### config.mk
export PLATFORM = sky130hd
export DESIGN_NAME = churn_ring_top
export DESIGN_NICKNAME = d
export VERILOG_FILES = /design/src/rtl/churn_pkg.sv /design/src/rtl/churn_head.sv /design/src/rtl/churn_cells.sv /design/src/rtl/churn_tap.sv /design/src/rtl/churn_ring_top.sv
export SDC_FILE = /design/constraint.sdc
export NUM_CORES = 1
export LEC_CHECK = 0
export CAP_MARGIN = 5
export CELL_PAD_IN_SITES_DETAIL_PLACEMENT = 1
export CELL_PAD_IN_SITES_GLOBAL_PLACEMENT = 1
export CORE_MARGIN = 4
export CORE_UTILIZATION = 55
export CTS_CLUSTER_DIAMETER = 150
export CTS_CLUSTER_SIZE = 24
export DETAILED_ROUTE_END_ITERATION = 6
export GPL_ROUTABILITY_DRIVEN = 0
export GPL_TIMING_DRIVEN = 0
export PLACE_DENSITY = 0.77
export SETUP_SLACK_MARGIN = 0.02
export SLEW_MARGIN = 10
export SYNTH_ARGS = -nofsm -noshare
export SYNTH_HDL_FRONTEND = slang
export SYNTH_HIERARCHICAL = 1
export SYNTH_SLANG_ARGS = --single-unit
### constraint.sdc
create_clock -name clk -period 1.5 [get_ports clk]
set_input_delay 0.3 -clock clk [delete_from_list [all_inputs] [get_ports clk]]
set_output_delay 0.3 -clock clk [all_outputs]
set_load 0.02 [all_outputs]
### src/rtl/churn_pkg.sv
package churn_pkg;
    // smallest ring for which every position has three distinct sources
    localparam int unsigned MIN_CELLS = 3;

    function automatic logic mix3(input logic a, input logic b, input logic c);
        return a ^ b ^ c;
    endfunction
endpackage

### src/rtl/churn_head.sv
module churn_head (
    input  logic clk,
    input  logic rst_n,
    output logic head_q
);
    typedef struct packed {
        logic head;
    } head_state_t;

    head_state_t st_d, st_q;

    always_comb begin
        st_d      = st_q;
        st_d.head = ~st_q.head;
    end

    always_ff @(posedge clk or negedge rst_n) begin
        if (!rst_n) st_q <= '0;
        else        st_q <= st_d;
    end

    assign head_q = st_q.head;
endmodule

### src/rtl/churn_cells.sv
module churn_cells #(
    parameter int unsigned CELL_COUNT = 32
) (
    input  logic                  clk,
    input  logic                  rst_n,
    input  logic                  head_q,
    output logic [CELL_COUNT-1:0] cells_q
);
    import churn_pkg::*;

    localparam int unsigned LAST = CELL_COUNT - 1;
    localparam int unsigned PREV = CELL_COUNT - 2;

    typedef struct packed {
        logic [CELL_COUNT-1:0] cells;
    } ring_state_t;

    ring_state_t st_d, st_q;

    logic [CELL_COUNT-1:0] src_a, src_b, src_c;

    // source selection: the first three positions wrap around through the head
    for (genvar i = 0; i < CELL_COUNT; i++) begin : g_src
        if (i == 0) begin : g_p0
            assign src_a[i] = head_q;
            assign src_b[i] = st_q.cells[LAST];
            assign src_c[i] = st_q.cells[PREV];
        end else if (i == 1) begin : g_p1
            assign src_a[i] = head_q;
            assign src_b[i] = st_q.cells[LAST];
            assign src_c[i] = st_q.cells[0];
        end else if (i == 2) begin : g_p2
            assign src_a[i] = head_q;
            assign src_b[i] = st_q.cells[0];
            assign src_c[i] = st_q.cells[1];
        end else begin : g_pn
            assign src_a[i] = st_q.cells[i-3];
            assign src_b[i] = st_q.cells[i-2];
            assign src_c[i] = st_q.cells[i-1];
        end
    end

    always_comb begin
        st_d = st_q;
        for (int i = 0; i < CELL_COUNT; i++) begin
            st_d.cells[i] = mix3(src_a[i], src_b[i], src_c[i]);
        end
    end

    always_ff @(posedge clk or negedge rst_n) begin
        if (!rst_n) st_q <= '0;
        else        st_q <= st_d;
    end

    assign cells_q = st_q.cells;
endmodule

### src/rtl/churn_tap.sv
module churn_tap (
    input  logic head_q,
    input  logic tail_q,
    output logic tap_o
);
    always_comb begin
        tap_o = head_q ^ tail_q;
    end
endmodule

### src/rtl/churn_ring_top.sv
module churn_ring_top #(
    parameter int unsigned CELL_COUNT = 32
) (
    input  logic clk,
    input  logic rst_n,
    output logic churn_o
);
    import churn_pkg::*;

    // reject rings too short to have three sources per position
    if (CELL_COUNT < MIN_CELLS) begin : g_len_check
        $error("churn_ring_top: CELL_COUNT must be at least 3 (R10)");
    end

    logic                  head_q;
    logic [CELL_COUNT-1:0] cells_q;

    churn_head u_head (
        .clk    (clk),
        .rst_n  (rst_n),
        .head_q (head_q)
    );

    churn_cells #(
        .CELL_COUNT (CELL_COUNT)
    ) u_cells (
        .clk     (clk),
        .rst_n   (rst_n),
        .head_q  (head_q),
        .cells_q (cells_q)
    );

    churn_tap u_tap (
        .head_q (head_q),
        .tail_q (cells_q[CELL_COUNT-1]),
        .tap_o  (churn_o)
    );
endmodule

# == Word-level counts from Yosys, hierarchy flattened ==
# Cells that the tools add are included.
# classes
bitwise_logic,64
# ops
op,count
$xor 1x1->1,63
$not 1->1,1
# word_totals
out_inout_bits,1
input_bits,2
reg_bits,33

# == Logic depth before layout (Yosys ltp) ==
# depth
word_depth,2
depth_mapped,1

# == Hierarchy ==
# The synthesis kept the hierarchy.
# by_module_without_submodules
module,area_each_um2,cells_per_inst,seq_area_each_um2,instances
churn_cells,1569.0,64,800.8,1
churn_head,28.8,2,25.0,1
churn_tap,8.8,1,0.0,1

# == Worst setup path before layout ==
# OpenSTA, ideal clock, no wires.
# synth_path
kind,register -> output
startpoint,"register u_head.st_q, in the netlist u_head/head_q"
endpoint,output port churn_o
required_time_ns,1.200
t_arrival_ns,0.789
path_stages_with_launch,2
path_slack_ns,0.411
cell_sequence,dfrtp_1 > xor2_1
# synth_via
elab_chain_cells,1
# synth_lines
element,line,text
"start, declared",churn_head.sv:10,"head_state_t st_d, st_q;"
"start signal, assigned",churn_head.sv:19,else st_q <= st_d;
$xor 1x1->1,churn_tap.sv:7,tap_o = head_q ^ tail_q;
"end, declared",churn_ring_top.sv:6,output logic churn_o
# Every way passes these cells.

# == Final worst setup path ==
# Same ends and word-level chain as after synthesis.

==> flow_metrics.env <==
export IMPL_status="finished clean"
export IMPL_cp_num_buf_inv=1
export IMPL_nets=78
export IMPL_clkSinkCount=33
export IMPL_hold_violations=0
export IMPL_fin_crit_sh_pct=92.9
export IMPL_wl_um=1630
export IMPL_avgSynthCellArea_sq_um=24.0
export IMPL_worst_path_max_fanout=5
export IMPL_crit_arrival_ns=1.09
export IMPL_max_stage_delay_ns=0.46
export IMPL_design_portCount=3
export IMPL_r2r_end="u_cells/cells_q[4]$_DFF_PN0_"
export IMPL_fillers=230
export IMPL_async_reset_ff_share_pct=100
export IMPL_synth_top_area_share_pct=51.4
export IMPL_place_area_sq_um=1660
export IMPL_worstRegToRegCells=1
export IMPL_drive_gt1_share_pct=14.5
export IMPL_path_cells="xor2_1 > buf_2"
export IMPL_grt_max_degree=34
export IMPL_ctsHtreeMaxLevel=2
export IMPL_pwr_share_clk_pct=35.3
export IMPL_wl_per_cell_um=15.2
export IMPL_syn_num_nets=69
export IMPL_synthFlopType="dfrtp_1"
export IMPL_initial_core_util_pct=57.8
export IMPL_p_switching_uw=289
export IMPL_die_area_sq_um=3850
export IMPL_pwr_share_seq_pct=63.5
export IMPL_tightestPinTransition_ns=0.696
export IMPL_path_clk_slew_ns=0.09
export IMPL_internal_power_mw=1.11
export IMPL_dr_first_iter_drc_count=17
export IMPL_drc=0
export IMPL_p_leak_nw=0.983
export IMPL_dieHeight_um=62.0
export IMPL_cp_start_kind="register"
export IMPL_postCtsHoldBufs=0
export IMPL_design_area_sq_um=1710
export IMPL_antenna_found_initial=0
export IMPL_root_buffer="clkbuf_4"
export IMPL_critPathTopFamily="flip-flops"
export IMPL_rsz0062_at_grt="no"
export IMPL_dp_slack_ns=-0.0315
export IMPL_netlist_instances=67
export IMPL_synthMostInstantiatedCell="dfrtp_1"
export IMPL_core_rowCount=19
export IMPL_areaGrowthSynthToFinish_pct=6.54
export IMPL_ir_drop_mv=0.676
export IMPL_end_kind="primary output"
export IMPL_cts_tree="yes"
export IMPL_combPwrFrac_pct=1.2
export IMPL_ys_ff_latch=33
export IMPL_dp_hpwl_um=1090
export IMPL_synth_top_cell_by_area="dfrtp_1"
export IMPL_setup_viol=0
export IMPL_fin_cells=107
export IMPL_hold_path_class="in -> async"
export IMPL_grt_pass1_wl_um=2840
export IMPL_drt_pass1_iterations=2
export IMPL_yosysUniqueCellTypes=5
export IMPL_cap_violations=0
export IMPL_place_inst=100
export IMPL_worst_path_max_delay_cell="dfrtp_2"
export IMPL_cts_buffers=5
export IMPL_fin_skew_ns=0.00330
export IMPL_crit_required_ns=1.20
export IMPL_seq_area_frac_synth_pct=51.4
export IMPL_drtAntennaViolNets=0
export IMPL_grt_pass1_vias=604
export IMPL_gr_total_overflow=0
export IMPL_yosys_warnings=6
export IMPL_critical_path_class="reg -> out"
export IMPL_syn_area_sq_um=1610
export IMPL_synth_area_leaders="dfrtp_1, xor3_1, xor3_4"
export IMPL_dr_total_vias=567
export IMPL_grt_use_total_pct=11.1
export IMPL_clock_latency_ns=0.32
export IMPL_worstReg2RegStart="u_cells/cells_q[2]$_DFF_PN0_"
export IMPL_die_w_um=62.0
export IMPL_p_sw_share_pct=20.7
export IMPL_final_setup_worst_slack_ns=0.106
export IMPL_power_density_nw_per_um2=818
export IMPL_min_period_ns=1.39
export IMPL_via_per_inst=5.30
export IMPL_fmax_mhz=717
export IMPL_relSlewSlack_pct=53.6
export IMPL_ys_top_cells_by_count="dfrtp_1, xor3_1, xor3_4, inv_1, xor2_1"
export IMPL_synth_edff_count=0
export IMPL_slew_violations=0
export IMPL_clk_path_buf_depth=2
export IMPL_core_sq_um=2780
export IMPL_reg2reg_slack_ns=0.50
export IMPL_portBuffers=2
export IMPL_n_antenna_cell=0
layout by cell type (no fill, tap or decap):
cell type and n:
dfrtp_1 32, xor3_1 30, clkbuf_4 5, buf_2 2, xor3_4 2, clkbuf_8 1, clkbuf_1 1, inv_1 1
dfrtp_2 1, xor2_1 1
metal layers:
metal	share of wire, %	global-route usage (%)
met2	52	17.8
met4	1.8	6.36
met5	0	0
met1	42	11.7
met3	4.5	5.58
logic make-up after synthesis:
logic type	count (synthesis)	share of synthesized area [%]
DFF	33	51.4
buffers and inverters	1	0.233
xor gates and xnor gates	33	48.4
sequential cells by signal, indices dropped and copies added, names as in the netlist:
name / count
u_head/head_q: 1
u_cells/cells_q: 32
stage by stage:
step,hold slack (ns),TNS [ns],total power [mW],util (%)
floorplan,0.00441,0,0.907,-
global placement,0.521,-14.65,0.926,59.9
detailed placement,0.389,-0.0315,0.925,59.7
CTS,0.00752,0,1.44,61.5
global route,0.0325,0,1.49,61.5
finish,0.0136,0,1.40,61.5
layout make-up:
cell class              instances  area [sq um]  area share, %
repair buffers                  2          10.0          0.585
flip-flops and latches         33           827           48.3
multi-input cells              33           777           45.4
inverters                       1          3.75          0.219
well taps                      31          38.8           2.27
clock buffers                   7          55.1           3.22
how the worst max path moves through the flow:
stage / start / endpoint / slack, ns / depth (start not counted)
after floorplan: u_head/head_q$_DFF_PN0_ / churn_o / 0.41 / 1
after global placement: rst_n / u_cells/cells_q[29]$_DFF_PN0_ / -0.44 / 1
after detailed placement: u_head/head_q$_DFF_PN0_ / churn_o / -0.03 / 2
after CTS: u_head/head_q$_DFF_PN0_ / churn_o / 0.06 / 2
after global routing: u_head/head_q$_DFF_PN0_ / churn_o / 0.02 / 2
final: u_head/head_q$_DFF_PN0_ / churn_o / 0.11 / 2
power by group through the flow:
| stage | sequential [mW] | clock (mW) | combinational [mW] |
|---|---|---|---|
| after floorplan | 0.907 | 0 | 0.000000594 |
| after global placement | 0.907 | 0 | 0.0191 |
| after detailed placement | 0.906 | 0 | 0.0183 |
| after CTS | 0.889 | 0.528 | 0.0182 |
| after global routing | 0.889 | 0.577 | 0.0204 |
| final | 0.889 | 0.495 | 0.0167 |
repair_timing:
action | 4_1_cts | 5_1_grt
gates resized for setup | 5 | 0
endpoints found under the setup margin | 1 | 0
endpoints found under the hold margin | 0 | 0
setup buffers | 0 | 0
No activity file was read; power rests on OpenSTA's default activity.
